## src/rtl/fuse_rd_pkg.sv

```systemverilog
package fuse_rd_pkg;

  localparam logic [7:0] OFS_CTRL = 8'h04;
  localparam logic [7:0] OFS_DATA = 8'h08;
  localparam logic [7:0] OFS_AUX  = 8'h10;

  localparam int B_PWRDN  = 27;
  localparam int B_BUSY   = 26;
  localparam int B_GO     = 25;
  localparam int B_RDEN   = 24;
  localparam int B_PBYTE  = 16;
  localparam int B_PGMEN  = 12;
  localparam int B_LOAD   = 11;
  localparam int B_ENC    = 10;
  localparam int IDX_W    = 11;

  // Fuse content, defined arithmetically so no table is stored in source.
  function automatic logic [7:0] fuse_byte(input logic [31:0] off);
    logic [31:0] mix;
    mix = off * 32'd37 + 32'd11;
    return mix[7:0] ^ off[10:3];
  endfunction

endpackage

```

## src/rtl/fuse_csr.sv

```systemverilog
module fuse_csr
  import fuse_rd_pkg::*;
#(
  parameter int BUS_AW = 8
) (
  input  logic              clk,
  input  logic              rst_n,
  input  logic [BUS_AW-1:0] reg_addr,
  input  logic              reg_we,
  input  logic [31:0]       reg_wdata,
  input  logic              busy,
  input  logic [31:0]       result,
  output logic [31:0]       reg_rdata,
  output logic              go,
  output logic [IDX_W-1:0]  go_idx,
  output logic [IDX_W-1:0]  lat_idx
);

  logic              sel_ctrl, sel_aux, sel_data;
  logic              wr_ctrl, wr_aux;
  logic              pwrdn_q, pwrdn_d;
  logic              rden_q, rden_d;
  logic              pgmen_q, pgmen_d;
  logic              enc_q, enc_d;
  logic [7:0]        pbyte_q, pbyte_d;
  logic [IDX_W-1:0]  fld_q, fld_d;
  logic [IDX_W-1:0]  idx_q, idx_d;
  logic              ctrl_en, aux_en, idx_en;
  logic [31:0]       unused_wbits;

  assign sel_ctrl = (reg_addr == BUS_AW'(OFS_CTRL));
  assign sel_aux  = (reg_addr == BUS_AW'(OFS_AUX));
  assign sel_data = (reg_addr == BUS_AW'(OFS_DATA));
  assign wr_ctrl  = reg_we && sel_ctrl;
  assign wr_aux   = reg_we && sel_aux;

  // Next-state for stored fields
  always_comb begin
    pwrdn_d = reg_wdata[B_PWRDN];
    rden_d  = reg_wdata[B_RDEN];
    pgmen_d = reg_wdata[B_PGMEN];
    pbyte_d = reg_wdata[B_PBYTE +: 8];
    fld_d   = reg_wdata[IDX_W-1:0];
    enc_d   = reg_wdata[B_ENC];
    idx_d   = reg_wdata[IDX_W-1:0];
    ctrl_en = wr_ctrl;
    aux_en  = wr_aux;
    idx_en  = wr_ctrl && reg_wdata[B_LOAD];
  end

  always_ff @(posedge clk or negedge rst_n) begin
    if (!rst_n) begin
      pwrdn_q <= 1'b1;
      rden_q  <= 1'b0;
      pgmen_q <= 1'b0;
      pbyte_q <= '0;
      fld_q   <= '0;
    end else if (ctrl_en) begin
      pwrdn_q <= pwrdn_d;
      rden_q  <= rden_d;
      pgmen_q <= pgmen_d;
      pbyte_q <= pbyte_d;
      fld_q   <= fld_d;
    end
  end

  always_ff @(posedge clk or negedge rst_n) begin
    if (!rst_n) begin
      enc_q <= 1'b0;
    end else if (aux_en) begin
      enc_q <= enc_d;
    end
  end

  always_ff @(posedge clk or negedge rst_n) begin
    if (!rst_n) begin
      idx_q <= '0;
    end else if (idx_en) begin
      idx_q <= idx_d;
    end
  end

  // Start qualification uses the fields carried by the same write
  assign go      = wr_ctrl && reg_wdata[B_GO] && !reg_wdata[B_PWRDN]
                   && reg_wdata[B_RDEN] && !busy;
  assign go_idx  = reg_wdata[B_LOAD] ? reg_wdata[IDX_W-1:0] : idx_q;
  assign lat_idx = idx_q;

  always_comb begin
    reg_rdata = '0;
    if (sel_ctrl) begin
      reg_rdata = {4'b0, pwrdn_q, busy, 1'b0, rden_q, pbyte_q,
                   3'b000, pgmen_q, 1'b0, fld_q};
    end else if (sel_aux) begin
      reg_rdata[B_ENC] = enc_q;
    end else if (sel_data) begin
      reg_rdata = result;
    end
  end

  assign unused_wbits = {reg_wdata[31:28], reg_wdata[26:25], reg_wdata[15:13],
                         reg_wdata[B_LOAD], 21'b0};

endmodule

```

## src/rtl/fuse_seq.sv

```systemverilog
module fuse_seq
  import fuse_rd_pkg::*;
#(
  parameter int BUSY_CYCLES = 8
) (
  input  logic             clk,
  input  logic             rst_n,
  input  logic             go,
  input  logic [IDX_W-1:0] go_idx,
  input  logic [31:0]      rom_word,
  output logic [IDX_W-1:0] rom_idx,
  output logic             busy,
  output logic [31:0]      result
);

  localparam int CW = $clog2(BUSY_CYCLES + 1);
  localparam logic [CW-1:0] LAST = CW'(BUSY_CYCLES - 1);

  logic             busy_q, busy_d;
  logic [CW-1:0]    cnt_q, cnt_d;
  logic [IDX_W-1:0] idx_q, idx_d;
  logic [31:0]      res_q, res_d;
  logic             upd_en;

  always_comb begin
    busy_d = busy_q;
    cnt_d  = cnt_q;
    idx_d  = idx_q;
    res_d  = res_q;
    if (busy_q) begin
      if (cnt_q == '0) begin
        busy_d = 1'b0;
        res_d  = rom_word;
      end else begin
        cnt_d = cnt_q - 1'b1;
      end
    end else if (go) begin
      busy_d = 1'b1;
      cnt_d  = LAST;
      idx_d  = go_idx;
    end
  end

  assign upd_en = busy_q || go;

  always_ff @(posedge clk or negedge rst_n) begin
    if (!rst_n) begin
      busy_q <= 1'b0;
      cnt_q  <= '0;
      idx_q  <= '0;
      res_q  <= '0;
    end else if (upd_en) begin
      busy_q <= busy_d;
      cnt_q  <= cnt_d;
      idx_q  <= idx_d;
      res_q  <= res_d;
    end
  end

  assign rom_idx = idx_q;
  assign busy    = busy_q;
  assign result  = res_q;

endmodule

```

## src/rtl/fuse_rom.sv

```systemverilog
module fuse_rom
  import fuse_rd_pkg::*;
#(
  parameter int WORD_BYTES  = 4,
  parameter int ARRAY_BYTES = 512
) (
  input  logic [IDX_W-1:0] idx,
  output logic [31:0]      word
);

  for (genvar j = 0; j < 4; j++) begin : g_lane
    if (j < WORD_BYTES) begin : g_used
      logic [31:0] off;
      assign off = 32'(idx) * WORD_BYTES + j;
      assign word[8*j +: 8] = (off < ARRAY_BYTES) ? fuse_byte(off) : 8'h00;
    end else begin : g_pad
      assign word[8*j +: 8] = 8'h00;
    end
  end

endmodule

```

## src/rtl/fuse_read_ctrl.sv

```systemverilog
module fuse_read_ctrl
  import fuse_rd_pkg::*;
#(
  parameter int WORD_BYTES  = 4,
  parameter int ARRAY_BYTES = 512,
  parameter int BUSY_CYCLES = 8,
  parameter int BUS_AW      = 8
) (
  input  logic              clk,
  input  logic              rst_n,
  input  logic [BUS_AW-1:0] reg_addr,
  input  logic              reg_we,
  input  logic [31:0]       reg_wdata,
  output logic [31:0]       reg_rdata
);

  logic [1:0]       rst_pipe_q;
  logic             rst_sync_n;
  logic             go;
  logic [IDX_W-1:0] go_idx, lat_idx, rom_idx;
  logic             seq_busy;
  logic [31:0]      seq_result, rom_word;

  always_ff @(posedge clk or negedge rst_n) begin
    if (!rst_n) rst_pipe_q <= 2'b00;
    else        rst_pipe_q <= {rst_pipe_q[0], 1'b1};
  end
  assign rst_sync_n = rst_pipe_q[1];

  fuse_csr #(.BUS_AW(BUS_AW)) i_csr (
    .clk(clk), .rst_n(rst_sync_n), .reg_addr(reg_addr), .reg_we(reg_we),
    .reg_wdata(reg_wdata), .busy(seq_busy), .result(seq_result),
    .reg_rdata(reg_rdata), .go(go), .go_idx(go_idx), .lat_idx(lat_idx)
  );

  fuse_seq #(.BUSY_CYCLES(BUSY_CYCLES)) i_seq (
    .clk(clk), .rst_n(rst_sync_n), .go(go), .go_idx(go_idx),
    .rom_word(rom_word), .rom_idx(rom_idx), .busy(seq_busy), .result(seq_result)
  );

  fuse_rom #(.WORD_BYTES(WORD_BYTES), .ARRAY_BYTES(ARRAY_BYTES)) i_rom (
    .idx(rom_idx), .word(rom_word)
  );

endmodule

```

## config.mk

```make
export PLATFORM = sky130hd
export DESIGN_NAME = fuse_read_ctrl
export DESIGN_NICKNAME = d
export VERILOG_FILES = /design/src/rtl/fuse_rd_pkg.sv /design/src/rtl/fuse_csr.sv /design/src/rtl/fuse_seq.sv /design/src/rtl/fuse_rom.sv /design/src/rtl/fuse_read_ctrl.sv
export SDC_FILE = /design/constraint.sdc
export NUM_CORES = 1
export LEC_CHECK = 0
export ABC_AREA = 1
export BUFFER_PORTS_ARGS = -buffer_cell sky130_fd_sc_hd__buf_2
export CAP_MARGIN = 30
export CORE_MARGIN = 3
export CORE_UTILIZATION = 25
export DETAILED_ROUTE_END_ITERATION = 10
export GPL_TIMING_DRIVEN = 0
export HOLD_SLACK_MARGIN = 0.15
export REMOVE_ABC_BUFFERS = 1
export SYNTH_ARGS = -nofsm -noshare
export SYNTH_HDL_FRONTEND = slang
export SYNTH_SLANG_ARGS = --single-unit
```

## constraint.sdc

```tcl
create_clock -name clk -period 5.61 [get_ports clk]
set_input_delay 0.561 -clock clk [delete_from_list [all_inputs] [get_ports clk]]
set_output_delay 0.561 -clock clk [all_outputs]
set_load 0.02 [all_outputs]
```

==> summary.md <==
| Metric | Value |
|---|---|
| Outcome | `finished clean` |
| Final hold viol count | `0` |
| First-pass DRT Iterations | `4` |
| Post-Syn Area per Cell | `between 8 and 9 um^2` |
| Yosys reg bits | `around 80` |
| Fin crit share | `a little under three fifths` |
| RR Startpoint | `i_seq.cnt_q[0]$_DFFE_PN0P_` |
| Final setup vio count | `0` |
| Post-synth ARST share | `100%` |
| Slew @ Worst Pin | `roughly 1000 ps` |
| Crit path required time | `approximately 5900 ps` |
| Combinational power share | `under 10%` |
| Via count | `around 3.6k` |
| RSZ-0062 raised after global routing | `false` |
| Gate Count Post-Synth | `roughly 540` |
| Clk slew on worst S/H paths | `approximately 60 ps` |
| Top delay family on crit path | `simple AND/OR/NAND/NOR gates` |
| Num ports | `75` |
| Rows | `48` |
| Min Tclk post-route | `~3200 ps` |
| Largest net degree at the start of global routing | `45` |
| Synth top cells by count | `139 x nand2_1, 80 x dfrtp_1, 68 x inv_1` |
| Switch Pwr | `between 0.2 and 0.3 mW` |
| Critical path class | `reg -> reg` |
| H-tree Lvls | `3` |
| Ys flop type | `dfrtp_1` |
| CP Cell Sequence | `inv_1, ha_1, nand2_1, nor2_1, buf_6, nand3_1, inv_1, nand2_1, o211ai_1` |
| Antenna violations before repair | `2` |
| Fmax | `314 MHz` |
| Worst-Skew Late Latency | `approximately 330 ps` |
| VDD IR max | `roughly 140 uV` |
| YS warnings | `0` |
| PD cells | `between 200 and 250 nW/um^2` |
| Clock Power Share | `48.3%` |
| # placed instances | `a little over 800` |
| Share of layout cells above drive strength 1 | `around 17%` |
| Initial core utilization | `between 20% and 30%` |
| Final nets | `about 670` |
| Number of fill cells | `around 1.9k` |
| Switching Fraction | `21.0%` |
| Total gr overflow | `0` |
| Worst EP arrival | `3430 ps` |
| Top-area cell type share of the netlist area | `a little over two fifths` |
| Final Skew | `between 9 and 10 ps` |
| Overall routing resource usage | `approximately an eighth` |
| Root buffer cell | `clkbuf_16` |
| Full die area | `roughly 20,000 um^2` |
| CP peak stage delay | `~610 ps` |
| R2r endpoint | `i_seq.result[3]$_DFFE_PN0P_` |
| Post-synthesis sequential area ratio | `44.3%` |
| HP Class | `reg -> async` |
| CTS tree | `done` |
| EDFF count, synth | `0` |
| Yosys top cell by area | `dfrtp_1` |
| Max-cap violations | `0` |
| First-pass GRT wire length | `18,800 um` |
| Internal | `between 1 and 1.5 mW` |
| CTS Buf Count | `9` |
| Setup tns final | `0 ps` |
| WP buf/inv | `3` |
| Routed Wire Length | `roughly 11,000 um` |
| Slowest-stage cell, CP | `nand3_1` |
| Number of global-route vias before repair | `3,527` |
| Routed WL per cell | `between 10 and 15 um` |
| PostCTS Resize Cnt | `0` |
| Core area | `roughly 18,000 um^2` |
| Synth unique cells | `38` |
| Drc violations | `0` |
| Multi-input logic area | `2170 um^2` |
| HPWL after detailed placement | `8380 um` |
| Via/cell ratio | `between 4 and 5` |
| Die X | `approximately 140 um` |
| Cell count of the worst reg-to-reg path | `9` |
| CTS Sinks | `roughly 80` |
| Worst Setup End Kind | `flip-flop` |
| ANT cells | `0` |
| ANT nets after route | `0` |
| Die height | `141 um` |
| Setup WS pre-CTS | `2440 ps` |
| LEAKAGE | `between 2 and 3 nW` |
| Worst R2R Setup Slack | `2420 ps` |
| Post-Syn Area | `4580 um^2` |
| Sequential cell area | `just over 2000 um^2` |
| Non-filler instance count after layout | `between 800 and 900` |
| Synthesis-to-layout area growth | `18.8%` |
| GP Congestion | `around 0.86` |
| Final setup margin | `approximately 2400 ps` |
| Pins Over Slew Limit | `0` |
| Most frequent cell after synthesis | `nand2_1` |
| Bufs on Longest Clock Path | `2` |
| Top cells by area, synth | `dfrtp_1 44%, nand2_1 11%, ha_1 9.0%` |
| Max-slew headroom | `approximately 33%` |
| Sequential Power Share | `47.0%` |
| Iter 0 DRT Violations | `between 200 and 250` |
| Worst Path Max Fanout | `20` |
| CP Launch Type | `flip-flop` |
| PortBufs | `66` |
==> what timing repair did <==
action	in CTS	in global routing
buffers inserted	0	0
hold buffers	1	0
endpoints found under the hold margin	2	0
==> cells by family (layout without fill, tap and decap cells) <==
kind of cell / after synthesis / after routing / share of synthesized area, %
xor+xnor: 25 / 25 / 4.79
simple gates: 196 / 196 / 18.0
fa+ha+maj: 33 / 33 / 9.02
buf+inv: 92 / 155 / 8.34
flops: 81 / 81 / 44.3
compound gates: 96 / 96 / 13.1
other cells: 1 / 1 / 0.0820
mux: 11 / 11 / 2.41
==> placed cells by master, fill, tap and decap left out, types with 2 or more instances in the layout <==
master / synthesis / routed
buf_2: 11 / 66
o21ai_1: 11 / 11
dfrtp_1: 80 / 79
inv_1: 68 / 68
xor2_1: 14 / 14
a21oi_1: 8 / 8
nand2_1: 139 / 139
nand2_2: 3 / 3
xnor2_1: 11 / 11
o32ai_1: 4 / 4
mux2i_1: 11 / 11
nor2_1: 19 / 19
ha_1: 33 / 33
o22ai_1: 17 / 17
clkbuf_1: 6 / 3
a32o_1: 4 / 4
o21ai_2: 11 / 11
o21ai_0: 34 / 34
bufinv_16: 0 / 2
o21bai_1: 2 / 2
nand3_1: 24 / 24
clkbuf_16: 0 / 9
nor3_1: 6 / 6
==> cell type report <==
| cell class | count | area share, % |
|---|---|---|
| well taps | 225 | 5.18 |
| clock buffers | 13 | 4.60 |
| multi-input cells | 362 | 39.8 |
| flip-flops and latches | 81 | 37.4 |
| inverters | 70 | 4.83 |
| repair buffers | 69 | 6.97 |
| clock inverters | 3 | 1.20 |
==> power groups by stage <==
| stage | sequential, mW | clock, mW | combinational (mW) |
|---|---|---|---|
| floorplan | 0.623 | 0 | 0.0303 |
| global placement | 0.627 | 0 | 0.0533 |
| detailed placement | 0.622 | 0 | 0.0629 |
| CTS | 0.611 | 0.643 | 0.0640 |
| global route | 0.613 | 0.668 | 0.0726 |
| finish | 0.611 | 0.627 | 0.0623 |
==> worst register-to-register path: cells and delay by family, from the launching register on <==
kind	cells	cell delay [ps]
adder cells (fa/ha/maj)	1	150
buffers and inverters	3	880
AND/OR/NAND/NOR	4	1470
flip-flops	1	390
AO/OA/AOI/OAI	1	190
==> per-layer routing <==
layer	routed length, um	vias up	global-route usage [%]
li1	-	1848	-
met1	5470	1669	16.5
met2	4950	86	18.1
met3	837	16	3.24
met4	155	4	3.52
met5	15	-	0
==> worst max-delay path by stage <==
stage / start / end / slack [ps] / cells after the start
after global placement: i_seq.cnt_q[0]$_DFFE_PN0P_ / i_seq.result[3]$_DFFE_PN0P_ / 1770 / 8
after floorplan: i_seq.cnt_q[0]$_DFFE_PN0P_ / i_seq.result[3]$_DFFE_PN0P_ / 3130 / 8
after global routing: i_seq.cnt_q[0]$_DFFE_PN0P_ / i_seq.result[3]$_DFFE_PN0P_ / 2090 / 9
after CTS: i_seq.cnt_q[0]$_DFFE_PN0P_ / i_seq.result[3]$_DFFE_PN0P_ / 2420 / 9
final: i_seq.cnt_q[0]$_DFFE_PN0P_ / i_seq.result[3]$_DFFE_PN0P_ / 2420 / 9
after detailed placement: i_seq.cnt_q[0]$_DFFE_PN0P_ / i_seq.result[3]$_DFFE_PN0P_ / 2440 / 9
==> state kept, by name, summed over array words and instances (netlist names) <==
name	count
i_csr.fld_q	11
i_seq.busy	1
i_seq.cnt_q	4
i_csr.enc_q	1
i_csr.pgmen_q	1
i_csr.pbyte_q	8
i_csr.lat_idx	11
i_csr.rden_q	1
i_csr.pwrdn_q	1
i_seq.result	29
i_seq.rom_idx	11
rst_pipe_q	2
==> per-stage QoR <==
| stage | utilization [%] | total power [mW] | hold WS (ps) | instance area [um^2] |
|---|---|---|---|---|
| floorplan | - | 0.653 | 265 | 4460 |
| global placement | 28.8 | 0.681 | 334 | 5070 |
| detailed placement | 29.0 | 0.685 | 321 | 5110 |
| CTS | 30.9 | 1.32 | 328 | 5440 |
| global route | 30.9 | 1.35 | 341 | 5440 |
| finish | 30.9 | 1.30 | 301 | 5440 |
(Power assumes the default switching activity.)
